[src/rtl/brt_pkg.sv]
package brt_pkg;
  localparam int ENTRY_W = 4;
  localparam int CTRL_W  = 2;

  typedef struct packed {
    logic              strobe;  // bit 3
    logic [CTRL_W-1:0] ctrl;    // bits 2:1
    logic              en;      // bit 0
  } route_t;
endpackage

[src/rtl/brt_bit_counter.sv]
module brt_bit_counter #(
  parameter int FRAME_BITS = 32,
  localparam int IDX_W = $clog2(FRAME_BITS)
) (
  input  logic             clk,
  input  logic             rst,
  input  logic             fsync,
  output logic [IDX_W-1:0] pos
);
  localparam logic [IDX_W-1:0] LAST = IDX_W'(FRAME_BITS - 1);

  logic [IDX_W-1:0] cnt_q;

  assign pos = fsync ? '0 : cnt_q;

  always_ff @(posedge clk) begin
    if (rst) cnt_q <= '0;
    else     cnt_q <= (pos == LAST) ? '0 : pos + 1'b1;
  end

  // the position after the last one is always 0
  a_r1_wrap: assert property (@(posedge clk) disable iff (rst)
    (pos == LAST) |=> (pos == '0));
endmodule

[src/rtl/brt_route_map.sv]
module brt_route_map
  import brt_pkg::*;
#(
  parameter int FRAME_BITS = 32,
  localparam int IDX_W = $clog2(FRAME_BITS)
) (
  input  logic               clk,
  input  logic               rst,
  input  logic               fsync,
  input  logic [IDX_W-1:0]   pos,
  input  logic               wr_en,
  input  logic [IDX_W-1:0]   wr_addr,
  input  logic [ENTRY_W-1:0] wr_data,
  output route_t             entry
);
  logic [FRAME_BITS-1:0][ENTRY_W-1:0] staging_q;
  logic [FRAME_BITS-1:0][ENTRY_W-1:0] active_q;
  logic                               addr_ok;

  assign addr_ok = (32'(wr_addr) < FRAME_BITS);

  always_ff @(posedge clk) begin
    if (rst) begin
      staging_q <= '0;
    end else if (wr_en && addr_ok) begin
      staging_q[wr_addr] <= wr_data;
    end
  end

  always_ff @(posedge clk) begin
    if (rst)        active_q <= '0;
    else if (fsync) active_q <= staging_q;
  end

  // Bit 0 of a new frame reads the staging copy directly, so the map
  // being activated in this cycle already governs it.
  assign entry = route_t'(fsync ? staging_q[0] : active_q[pos]);

  // the working map only changes on a sync cycle
  a_r6_map_frozen: assert property (@(posedge clk) disable iff (rst)
    !fsync |=> $stable(active_q));
endmodule

[src/rtl/brt_lane_io.sv]
module brt_lane_io
  import brt_pkg::*;
#(
  parameter int NUM_CTRL = 4
) (
  input  logic                clk,
  input  logic                rst,
  input  route_t              entry,
  input  logic                rxd,
  input  logic [NUM_CTRL-1:0] ctl_txd,
  output logic                txd,
  output logic                txd_en,
  output logic [NUM_CTRL-1:0] ctl_sel,
  output logic                ctl_rx_bit,
  output logic                ext_strobe
);
  logic                hit;
  logic [NUM_CTRL-1:0] sel_d;
  logic [NUM_CTRL-1:0] tx_pick;

  assign hit = entry.en && (32'(entry.ctrl) < NUM_CTRL);

  for (genvar k = 0; k < NUM_CTRL; k++) begin : g_lane
    assign sel_d[k]   = hit && (entry.ctrl == CTRL_W'(k));
    assign tx_pick[k] = sel_d[k] && ctl_txd[k];
  end

  always_ff @(posedge clk) begin
    if (rst) begin
      txd        <= 1'b0;
      txd_en     <= 1'b0;
      ctl_sel    <= '0;
      ctl_rx_bit <= 1'b0;
      ext_strobe <= 1'b0;
    end else begin
      txd        <= |tx_pick;
      txd_en     <= hit;
      ctl_sel    <= sel_d;
      ctl_rx_bit <= hit && rxd;
      ext_strobe <= entry.strobe;
    end
  end

  // at most one controller owns a bit
  a_r3_sel_onehot: assert property (@(posedge clk) disable iff (rst)
    $onehot0(ctl_sel));
  // drive enable and owner strobe describe the same position
  a_r4_en_tracks_sel: assert property (@(posedge clk) disable iff (rst)
    txd_en == (ctl_sel != '0));
  // unrouted positions leave data outputs low
  a_r4_idle_quiet: assert property (@(posedge clk) disable iff (rst)
    !txd_en |-> (!txd && !ctl_rx_bit));
endmodule

[src/rtl/bit_slot_router.sv]
module bit_slot_router
  import brt_pkg::*;
#(
  parameter int FRAME_BITS = 32,
  parameter int NUM_CTRL   = 4,
  localparam int IDX_W = $clog2(FRAME_BITS)
) (
  input  logic                clk,
  input  logic                rst,
  input  logic                fsync,
  input  logic                rxd,
  input  logic                map_wr_en,
  input  logic [IDX_W-1:0]    map_wr_addr,
  input  logic [ENTRY_W-1:0]  map_wr_data,
  input  logic [NUM_CTRL-1:0] ctl_txd,
  output logic                txd,
  output logic                txd_en,
  output logic [NUM_CTRL-1:0] ctl_sel,
  output logic                ctl_rx_bit,
  output logic                ext_strobe
);
  logic [IDX_W-1:0] pos;
  route_t           entry;

  brt_bit_counter #(.FRAME_BITS(FRAME_BITS)) u_counter (
    .clk(clk), .rst(rst), .fsync(fsync), .pos(pos)
  );

  brt_route_map #(.FRAME_BITS(FRAME_BITS)) u_map (
    .clk(clk), .rst(rst), .fsync(fsync), .pos(pos),
    .wr_en(map_wr_en), .wr_addr(map_wr_addr), .wr_data(map_wr_data),
    .entry(entry)
  );

  brt_lane_io #(.NUM_CTRL(NUM_CTRL)) u_lanes (
    .clk(clk), .rst(rst), .entry(entry), .rxd(rxd), .ctl_txd(ctl_txd),
    .txd(txd), .txd_en(txd_en), .ctl_sel(ctl_sel),
    .ctl_rx_bit(ctl_rx_bit), .ext_strobe(ext_strobe)
  );

  // a cycle in reset leaves every output low at the next edge
  a_r8_reset_quiet: assert property (@(posedge clk)
    rst |=> (!txd_en && !txd && ctl_sel == '0 && !ext_strobe && !ctl_rx_bit));
endmodule

[config.mk]
export PLATFORM = sky130hd
export DESIGN_NAME = bit_slot_router
export DESIGN_NICKNAME = d
export VERILOG_FILES = /design/src/rtl/brt_pkg.sv /design/src/rtl/brt_bit_counter.sv /design/src/rtl/brt_route_map.sv /design/src/rtl/brt_lane_io.sv /design/src/rtl/bit_slot_router.sv
export SDC_FILE = /design/constraint.sdc
export NUM_CORES = 1
export LEC_CHECK = 0
export BUFFER_PORTS_ARGS = -buffer_cell sky130_fd_sc_hd__buf_2
export CAP_MARGIN = 40
export CORE_MARGIN = 2
export CORE_UTILIZATION = 65
export DETAILED_ROUTE_END_ITERATION = 7
export GPL_TIMING_DRIVEN = 1
export MAX_ROUTING_LAYER = met4
export PLACE_DENSITY = 0.82
export SLEW_MARGIN = 0
export SYNTH_ARGS = -nofsm -noshare
export SYNTH_HDL_FRONTEND = slang
export SYNTH_SLANG_ARGS = --single-unit
[constraint.sdc]
create_clock -name clk -period 6.8 [get_ports clk]
set_clock_uncertainty 0.15 [all_clocks]
set_input_delay 1.36 -clock clk [delete_from_list [all_inputs] [get_ports clk]]
set_output_delay 1.36 -clock clk [all_outputs]
set_load 0.05 [all_outputs]
# After elaboration in Yosys (flattened, before gate mapping)
# Index checks and enable logic that the tools add are counted.
# totals
inputBits	18
word_cells	98
reg_bits	269
# classes
mux	7
n_reduce_logical	13
eq_ne	4
addsub	1
magnitude_cmp	3
# ops
cell	n
bitwise mux 128 bit	1
binary-select mux 4 bit (select 5 bit)	1
demux 4 bit (select 5 bit)	1
less-than comparator 5 x 6 -> 1 bit, second input constant	2
2-to-1 mux 4 bit	3
logical AND 1 bit	10
adder 5 x 1 -> 5 bit, second input constant	1
== test 5 bit, second input constant	1
>= comparator 5 x 1 -> 1 bit, second input constant	1
2-to-1 mux 5 bit	1
== test 2 bit, second input constant	2
OR reduction 4 bit	1
== test 2 x 1 -> 1 bit, second input constant	1
logical NOT 2 bit	1
OR reduction 2 bit	1

# Logic depth before layout (Yosys ltp)
# Gate-level depths: netlist (run 1).
# logic_depth
depth_word	8
depth_mapped	10
ltp_nobuf	8

# Cells and area by module
# From an unflattened synthesis (run 1), not the netlist that was laid out.
# unflattened
cells_unflattened	1096
hier_area_um2	10837.9
# modules_own_cells
mod	n_inst	cells_per_inst	seq_area_each_um2	area_per_inst_um2
brt_route_map	1	1058	5124.9	10364.9
brt_lane_io	1	17	160.2	242.7
brt_bit_counter	1	21	100.1	230.2

# Least setup slack after synthesis (run 1)
# Ideal clock, no wire load.
# synth_timing
kind	in2reg
startpoint	input fsync
endpoint	register u_lanes.txd
arrival_time_ps	2844
required_ps	6525
stages	6
path_slack_ps	3681
setup_time_ps	125
cell_sequence	nand2b_1 -> mux4_2 -> a22o_1 -> a211oi_4 -> mux2i_1 -> o22ai_2
# synth_via
elab_chain_cells	8
# synth_rtl
element	line_no	source
start, declared	bit_slot_router.sv:10	input logic fsync,
2-to-1 mux 5 bit	brt_bit_counter.sv:14	assign pos = fsync ? '0 : cnt_q;
binary-select mux 4 bit (select 5 bit)	brt_route_map.sv:37	assign entry = route_t'(fsync ? staging_q[0] : active_q[pos]);
2-to-1 mux 4 bit (implied by the code)	brt_route_map.sv:37	
2-to-1 mux 4 bit (*)	brt_route_map.sv:37	
== test 2 x 1 -> 1 bit (tied with other cells)	brt_lane_io.sv:24	assign sel_d[k] = hit && (entry.ctrl == CTRL_W'(k));
logical AND 1 bit	brt_lane_io.sv:24	
logical AND 1 bit	brt_lane_io.sv:25	assign tx_pick[k] = sel_d[k] && ctl_txd[k];
OR reduction 4 bit (*)	brt_lane_io.sv:36	txd <= |tx_pick;
end signal, assigned	brt_lane_io.sv:36	
end, declared	brt_lane_io.sv:11	output logic txd,
# Every way passes the cells marked *; elsewhere a longest branch is shown, timed or not. The select of a mux whose other input is x is not followed.
# A chain may end at the register's enable or synchronous reset.

# Worst setup path after layout (run 1)
# Same ends and word-level chain as after synthesis.

==> metrics.txt, run 1 <==
status completed; type of origin of the critical path input pin; drt via density 6.09; worst vdd ir 0.246 mV; first-pass GRT wire length 42.2 mm; Seq cells post-synth 269; CP peak stage delay 610 ps; area grow syn2layout 10.3%; crit-path cells buf_6 -> nand2b_1 -> inv_1 -> o21ai_0 -> a211oi_1 -> nor4b_2 -> nand2_1 -> o22ai_2; Worst-Skew Late Latency 530 ps; CTS tree yes; setup ws final 2960 ps; TritonCTS buffer count 26; # diodes 0; CTS clk-pin slew, worst paths 60 ps; DP Worst Slack 2520 ps; DR WL/cell 19.0 um; final wirelength 26.5 mm; measured slew at the worst slew-check pin 922 ps; Setup Fix Bufs, Post-CTS 0; crit path DAT 4140 ps; ratio of cells with drive above 1 in the final layout 9.37%; power per standard cell area 276 nW/um2; most common cell after layout, fill and taps aside dfxtp_1; largest net degree at the start of global routing 140; clk sinks 269; Layout Utilization 73.0%; fin nets 1176; syn avg cell area 9.27 um2; htree depth 1; clk buf depth 3; Die Y 134 um; Post-Synthesis Net Count 1200; ys flop type dfxtp_1; asr flop ratio synth 0%; antenna violations before repair 0; most frequent cells in the layout dfxtp_1, nor2_1, mux2i_1; initial core utilization 66.2%; mapped cell area 10900 um2; CP endpoint kind flip-flop; hold_buf cts 0; post-CTS resize count 0; Hold Violations, Final 0; gr ovfl total 0; PortBufs 25; Slew HR 38.4%; max cap viols 0; Setup TNS Final 0 ps; Hold Path Class flip-flop to flip-flop; DRC 0; Storage cell area 5390 um2; top-area cell type share of the netlist area 49.3%; IO Pins 26; Crit Path Class input pin to flip-flop; Hold Slack 305 ps; CP Max Fanout 66; Post-Layout Cell Count 1394; die area 17900 um2; post-route antenna net violation count 0; Pins Over Slew Limit 0; Root Driver clkbuf_16; register area share after synthesis 49.3%; Pre-antenna DRT Iters 5; setup violators final 0; Pleak 0.00457 uW; footprint of the multi-input gates 5140 um2; ranking of synthesized cells by area dfxtp_1, mux2i_1, nor2_1, a21oi_1, nand2_1; Max stage delay cell, worst path nand2b_1; EDFF count, synth 0; post-synthesis cell count 1180; Tot GR Track Use 30.4%; Rows 47; HPWL Detailed 16.3 mm; Die W 134 um; GP Congestion 0.931; Final period util 56.4%; Fmax 0.261 GHz; Synth area leader dfxtp_1; routed vias 8483; Netlist cell types 51; vias in the first global route 7983; drt first-iter violations 877; core box area 16500 um2; RSZ-0062 raised after global routing false; Placed Instances 1348; Final min period 3840 ps; Yosys warning count 0; WP data required 7100 ps; fill count 1168
-- metal layers --
metal / vias to the layer above / routed length [um] / global-route usage (%)
li1: 4007 / - / -
met4: 0 / 654 / 9.87
met2: 316 / 12400 / 47.5
met1: 4102 / 11500 / 40.0
met5: - / 0 / -
met3: 58 / 1940 / 5.75
-- final cells by class --
| cell class | instances | area share, % |
|---|---|---|
| Tap cell | 220 | 2.28 |
| Sequential cell | 269 | 44.7 |
| Inverter | 9 | 0.280 |
| Clock buffer | 34 | 5.99 |
| Timing Repair Buffer | 40 | 2.37 |
| Multi-Input combinational cell | 810 | 42.6 |
| Clock inverter | 12 | 1.76 |
-- critical path: cells and delay by family --
family | cells | cell delay, ps
buffers and inverters | 2 | 880
AOI/OAI and AO/OA | 3 | 560
and+or+nand+nor | 3 | 1250
-- stage by stage --
step / cell area [um2] / power, uW
floorplan: 10900 / 1750
CTS: 12100 / 3330
global route: 12100 / 3410
detailed placement: 11100 / 1800
global placement: 11100 / 1790
finish: 12100 / 3330
-- state kept, by name (all words and copies together) (netlist names) --
name	flops
u_lanes.ctl_rx_bit	1
u_lanes.txd	1
u_lanes.txd_en	1
u_lanes.ext_strobe	1
u_map.staging_q	128
u_lanes.ctl_sel	4
u_map.active_q	128
u_counter.cnt_q	5
-- where the power goes --
part / total, uW / internal [uW] / switching, uW / leakage (uW)
registers: 1600 / 1590 / 10.1 / 0.00217
logic: 172 / 50.9 / 121 / 0.00195
clock network: 1560 / 972 / 589 / 0.000458
-- final timing paths --
path	cells past startpoint	end	slack (ps)	startpoint
setup / recovery	8	u_lanes.txd	2960	fsync
hold / removal	2	u_map.staging_q[15]	300	u_map.staging_q[15]
setup reg to reg	9	u_lanes.ext_strobe	3200	u_counter.cnt_q[0]
hold reg to reg	2	u_map.staging_q[15]	300	u_map.staging_q[15]
-- cells in the mapped netlist, types with 2 or more instances --
master     number
nand2_1       108
nor3_1         10
buf_4           2
nor2b_1        10
inv_1           8
nand3b_1        4
dfxtp_1       269
buf_1           2
nand3_1        68
nand2b_1        5
o2111ai_1       4
o31ai_1         2
mux2_2         12
and2_1          4
mux4_2          4
nor2_1        212
ha_1            2
mux4_1          2
mux2i_1       199
a211oi_1       10
buf_2          24
nand4_1         2
a311oi_1        2
a31oi_1         8
a21oi_1        83
o21bai_1        2
mux2_1          2
clkbuf_1       62
o311ai_1        2
a221oi_1        7
and3_1          2
o21ai_0        17
xnor2_1         2
and3b_1         3
nor3b_1         8
buf_6           2
-- cell families (layout without fill, tap and decap cells) --
family                   after synthesis  after routing  synth area share, %
AO/OA/AOI/OAI                        148            148                 8.23
XOR/XNOR                               2              2                0.160
adder cells (fa/ha/maj)                2              2                0.229
buffers and inverters                101             95                 3.95
flip-flops                           269            269                 49.3
multiplexers                         219            219                 21.0
AND/OR/NAND/NOR                      439            439                 17.2
Note: power is estimated with default switching activity, not from simulation.
==> run 2: changes to the inputs <==
--- a/config.mk
+++ b/config.mk
@@ -5,14 +5,15 @@
 export SDC_FILE = /design/constraint.sdc
 export NUM_CORES = 1
 export LEC_CHECK = 0
+export ABC_AREA = 1
 export BUFFER_PORTS_ARGS = -buffer_cell sky130_fd_sc_hd__buf_2
 export CAP_MARGIN = 40
 export CORE_MARGIN = 2
-export CORE_UTILIZATION = 65
+export CORE_UTILIZATION = 62
 export DETAILED_ROUTE_END_ITERATION = 7
 export GPL_TIMING_DRIVEN = 1
 export MAX_ROUTING_LAYER = met4
-export PLACE_DENSITY = 0.82
+export PLACE_DENSITY = 0.79
 export SLEW_MARGIN = 0
 export SYNTH_ARGS = -nofsm -noshare
 export SYNTH_HDL_FRONTEND = slang
==> constraint.sdc (replaced) <==
create_clock -name clk -period 3.8 [get_ports clk]
set_clock_uncertainty 0.15 [all_clocks]
set_input_delay 0.76 -clock clk [delete_from_list [all_inputs] [get_ports clk]]
set_output_delay 0.76 -clock clk [all_outputs]
set_load 0.05 [all_outputs]
==> metrics.txt, run 2 <==
status completed; worst hold start rxd; Final min period 2790 ps; PortBufs 25 (unchanged); routed vias 10019 (+18%); area grow syn2layout 9.24%; most frequent cells after synthesis nor2_1, dfxtp_1, o21ai_0; syn avg cell area 7.11 um2 (-23%); worst setup path startpoint u_counter.cnt_q[0]; WP data required 4120 ps (-2980 ps); Setup Fix Bufs, Post-CTS 0 (unchanged); drt first-iter violations 1108 (+26%); Tot GR Track Use 31.4% (+1.1 points); mapped cell area 10900 um2 (-0.41%); setup violators final 0 (unchanged); die area 18600 um2 (+4.3%); core box area 17200 um2 (+4.3%); CTS tree yes; worst vdd ir 0.501 mV (+100%); Pre-antenna DRT Iters 6 (+1); largest net degree at the start of global routing 121 (-14%); Synth area leader dfxtp_1; Fmax 0.358 GHz; fin nets 1523 (+30%); drt via density 5.74 (-5.6%); Worst-Skew Late Latency 530 ps (about the same); IO Pins 26 (unchanged); Root Driver clkbuf_16; clk sinks 269 (unchanged); max cap viols 0 (unchanged); CTS clk-pin slew, worst paths 60 ps (about the same); Power Total 5990 uW (+80%); post-synthesis cell count 1532 (+30%); top-area cell type share of the netlist area 49.5% (+0.20 points); Setup TNS Final 0 ps (unchanged); post-CTS resize count 0 (unchanged); DRC 0 (unchanged); HPWL Detailed 17.2 mm (+5.9%); GP Congestion 0.912 (-2.0%); DR WL/cell 16.4 um (-14%); clk buf depth 3 (unchanged); Seq cells post-synth 269 (unchanged); antenna violations before repair 0 (unchanged); Die W 137 um (+2.1%); Rows 48 (+2.1%); Regs by FF count u_map.active_q: 128 flops, u_map.staging_q: 128 flops, u_counter.cnt_q: 5 flops; Crit Path Class flip-flop to flip-flop; Final period util 73.5%; Netlist cell types 28 (-45%); vias in the first global route 8851 (+11%); Yosys warning count 0 (unchanged); CP Max Fanout 66 (unchanged); hold_buf cts 0 (unchanged); # diodes 0 (unchanged); most frequent cells in the layout nor2_1, dfxtp_1, o21ai_0; Pins Over Slew Limit 0 (unchanged); CP endpoint kind flip-flop; most frequent cell after synthesis nor2_1; EDFF count, synth 0 (unchanged); Die Y 137 um (+2.1%); Hold Path Class input pin to flip-flop; RSZ-0062 raised after global routing false; initial core utilization 63.2% (-3.0 points); gr ovfl total 0 (unchanged); TritonCTS buffer count 27 (+3.8%); asr flop ratio synth 0% (unchanged); ratio of cells with drive above 1 in the final layout 6.05% (-3.3 points); Hold Violations, Final 0 (unchanged); crit path DAT 3110 ps (-1030 ps); final wirelength 28.7 mm (+8.2%); Slew HR 38.3% (-0.10 points); type of origin of the critical path flip-flop; Pleak 0.00508 uW (+11%); Layout Utilization 69.0% (-4.0 points); ranking of synthesized cells by area dfxtp_1, nor2_1, o21ai_0, nand3_1, nand2_1; most common cell after layout, fill and taps aside nor2_1; RR Startpoint u_counter.cnt_q[0]; Post-Synthesis Net Count 1552 (+29%); power per standard cell area 504 nW/um2 (+82%); post-route antenna net violation count 0 (unchanged); htree depth 1 (unchanged); measured slew at the worst slew-check pin 925 ps (+2.82 ps); ys flop type dfxtp_1; first-pass GRT wire length 45.7 mm (+8.2%); register area share after synthesis 49.5% (+0.20 points)
[run 2: per-stage QoR]
| stage | hold WS [ps] | instances | area, um2 | worst slack [ps] |
|---|---|---|---|---|
| after floorplan | 284 | 1532 | 10900 | 1330 |
| after global placement | 294 | 1696 | 11000 | 810 |
| after detailed placement | 300 | 1699 | 11000 | 764 |
| after CTS | 289 | 1745 | 11900 | 1100 |
| after global routing | 303 | 1745 | 11900 | 730 |
| final | 292 | 1745 | 11900 | 1010 |
[run 2: logic make-up (layout without fill, tap and decap cells)]
kind of cell	after synthesis	count (layout)	synth area share, %
and+or+nand+nor	730	730	27.2
buffers and inverters	197	185	7.66
adders and majority gates	2	2	0.230
AOI/OAI and AO/OA	334	334	15.5
DFF	269	269	49.5
[run 2: critical path, stage by stage (launching register included)]
cell     delay, ps
dfxtp_2        690
nand2_4        500
nand2_1        180
nand3_1        140
nand3_1        140
nand3_1         70
nand3_1        120
nand3_1        210
inv_1          170
nand4_1        100
nand2_1         90
nor2_1          40
nor2_1          70
[run 2: area by class of cell]
cell class	instances	area, um2
Clock buffer	38	777
Sequential cell	269	5390
Inverter	104	400
Fill cell	1462	5340
Tap cell	225	282
Timing Repair Buffer	35	290
Clock inverter	8	90.1
Multi-Input combinational cell	1066	4670
[run 2: final timing paths]
check / end / slack [ps] / cells past startpoint
setup / recovery: u_lanes.txd / 1010 / 12
hold / removal: u_lanes.ctl_rx_bit / 290 / 3
setup reg to reg: u_lanes.txd / 1010 / 12
hold reg to reg: u_map.active_q[76] / 310 / 2
[run 2: report_power, final]
group / internal, uW / switching [uW]
Combinational: 116 / 301
Clock: 1550 / 1070
Sequential: 2910 / 51.0
Total: 4570 / 1420
[run 2: per-layer routing]
metal | part of all wire (%) | routed length (um) | global-route usage (%)
met1 | 45 | 12800 | 43.5
met2 | 45 | 12900 | 48.8
met3 | 7.5 | 2150 | 3.78
met4 | 2.9 | 823 | 8.80
met5 | 0 | 0 | -
==> run 3: changes to the inputs <==
--- a/config.mk
+++ b/config.mk
@@ -9,11 +9,11 @@
 export BUFFER_PORTS_ARGS = -buffer_cell sky130_fd_sc_hd__buf_2
 export CAP_MARGIN = 40
 export CORE_MARGIN = 2
-export CORE_UTILIZATION = 62
+export CORE_UTILIZATION = 56
 export DETAILED_ROUTE_END_ITERATION = 7
 export GPL_TIMING_DRIVEN = 1
 export MAX_ROUTING_LAYER = met4
-export PLACE_DENSITY = 0.79
+export PLACE_DENSITY = 0.75
 export SLEW_MARGIN = 0
 export SYNTH_ARGS = -nofsm -noshare
 export SYNTH_HDL_FRONTEND = slang
==> constraint.sdc (replaced) <==
create_clock -name clk -period 2.4 [get_ports clk]
set_clock_uncertainty 0.15 [all_clocks]
set_input_delay 0.48 -clock clk [delete_from_list [all_inputs] [get_ports clk]]
set_output_delay 0.48 -clock clk [all_outputs]
set_load 0.05 [all_outputs]
==> metrics.txt, run 3 (synthesized netlist as in run 2, its figures left out) <==
status completed; post-route antenna net violation count 0 (unchanged); clk sinks 269 (unchanged); measured slew at the worst slew-check pin 760 ps (-165 ps); Root Driver clkbuf_16; Tot GR Track Use 29.0% (-2.4 points); Setup TNS Final 0 ps (unchanged); vias in the first global route 9144 (+3.3%); Die Y 143 um (+5.1%); first-pass GRT wire length 46.7 mm (+2.3%); DR WL/cell 15.8 um (-3.9%); drt via density 5.45 (-5.1%); Worst-Skew Late Latency 540 ps (about the same); most frequent cells in the layout nor2_1, dfxtp_1, o21ai_0; Slew HR 49.3% (+11 points); HPWL Detailed 18.5 mm (+7.3%); Regs by FF count u_map.active_q: 128 flops, u_map.staging_q: 128 flops, u_counter.cnt_q: 5 flops; core box area 18900 um2 (+9.6%); Power Total 9600 uW (+60%); CP top delay family buffers and inverters; RSZ-0062 raised after global routing false; TritonCTS buffer count 28 (+3.7%); largest net degree at the start of global routing 103 (-15%); Pins Over Slew Limit 0 (unchanged); Final period util 89.5% (+16 points); setup violators final 0 (unchanged); DRC 0 (unchanged); worst vdd ir 0.582 mV (+16%); ratio of cells with drive above 1 in the final layout 8.50% (+2.5 points); type of origin of the critical path flip-flop; Rows 50 (+4.2%); gr ovfl total 0 (unchanged); fin nets 1562 (+2.6%); crit-path cells nand2_4 -> inv_2 -> buf_4 -> nand3_1 -> nand3_1 -> nand3_1 -> nand3_1 -> inv_1 -> buf_4 -> nor3_1; CP endpoint kind flip-flop; htree depth 1 (unchanged); PortBufs 25 (unchanged); drt first-iter violations 920 (-17%); routed vias 9949 (-0.70%); power per standard cell area 781 nW/um2 (+55%); IO Pins 26 (unchanged); Die W 143 um (+5.1%); crit path DAT 2450 ps (-660 ps); Pre-antenna DRT Iters 6 (unchanged); most common cell after layout, fill and taps aside nor2_1; Crit Path Class flip-flop to flip-flop; Hold Path Class input pin to flip-flop; Crit path buffers/inverters 4 (+3); CP peak stage delay 470 ps (-220 ps); CTS clk-pin slew, worst paths 60 ps (about the same); CTS tree yes; final wirelength 28.8 mm (+0.54%); Fmax 0.466 GHz (+30%); max cap viols 0 (unchanged); GP Congestion 0.919 (+0.73%); WP data required 2700 ps (-1420 ps); antenna violations before repair 1 (+1); Setup Fix Bufs, Post-CTS 0 (unchanged); Max stage delay cell, worst path dfxtp_1; Final min period 2150 ps (-645 ps); CP Max Fanout 19 (-71%); die area 20600 um2 (+10%); initial core utilization 57.6% (-5.5 points); cell repeated most along the worst path nand3_1; Hold Violations, Final 0 (unchanged); area grow syn2layout 12.9%; Pleak 0.00529 uW (+4.1%); clk buf depth 3 (unchanged)
run 3: worst paths after layout:
path                       from                  end  slack, ps  depth (start not counted)
min reg2reg  u_map.active_q[64]   u_map.active_q[64]        310                          2
max reg2reg  u_counter.cnt_q[1]   u_lanes.ctl_sel[1]        250                         10
max          u_counter.cnt_q[1]   u_lanes.ctl_sel[1]        250                         10
min                         rst  u_map.active_q[104]        150                          2
run 3: layout make-up:
class	instances	area (um2)
antenna	1	2.50
inverter	104	400
multi-input combinational	1066	4670
sequential	269	5390
fill	1674	6600
tap	260	325
timing repair buffer	73	601
clock buffer	41	821
clock inverter	11	86.3
run 3: what timing repair did:
| action | in CTS | in global routing |
|---|---|---|
| resized for setup | 0 | 0 |
| setup endpoints to repair | 0 | 0 |
| hold buffers | 1 | 0 |
| hold endpoints to repair | 1 | 0 |
run 3: per-layer routing:
metal / global-route usage, % / wire length, um / up-vias
li1: - / - / 4963
met1: 39.5 / 13400 / 4623
met2: 45.4 / 13000 / 320
met3: 4.50 / 1790 / 43
met4: 7.79 / 643 / 0
met5: - / 0 / -
run 3: where the power goes:
group          leakage, uW  switching (uW)  internal (uW)
Sequential         0.00219            69.9           4600
Clock             0.000451            1740           2470
Combinational      0.00264             493            218
run 3: through the flow:
| stage | cells | instance area, um2 | util (%) | worst slack, ps | hold WS (ps) |
|---|---|---|---|---|---|
| after global placement | 1771 | 11400 | 60.2 | 66.9 | 293 |
| after detailed placement | 1771 | 11400 | 60.2 | 20.7 | 299 |
| after CTS | 1824 | 12300 | 65.0 | 287 | 132 |
| after global routing | 1825 | 12300 | 65.1 | 108 | 153 |
| final | 1825 | 12300 | 65.1 | 253 | 152 |
| after floorplan | 1532 | 10900 | - | 210 | 284 |
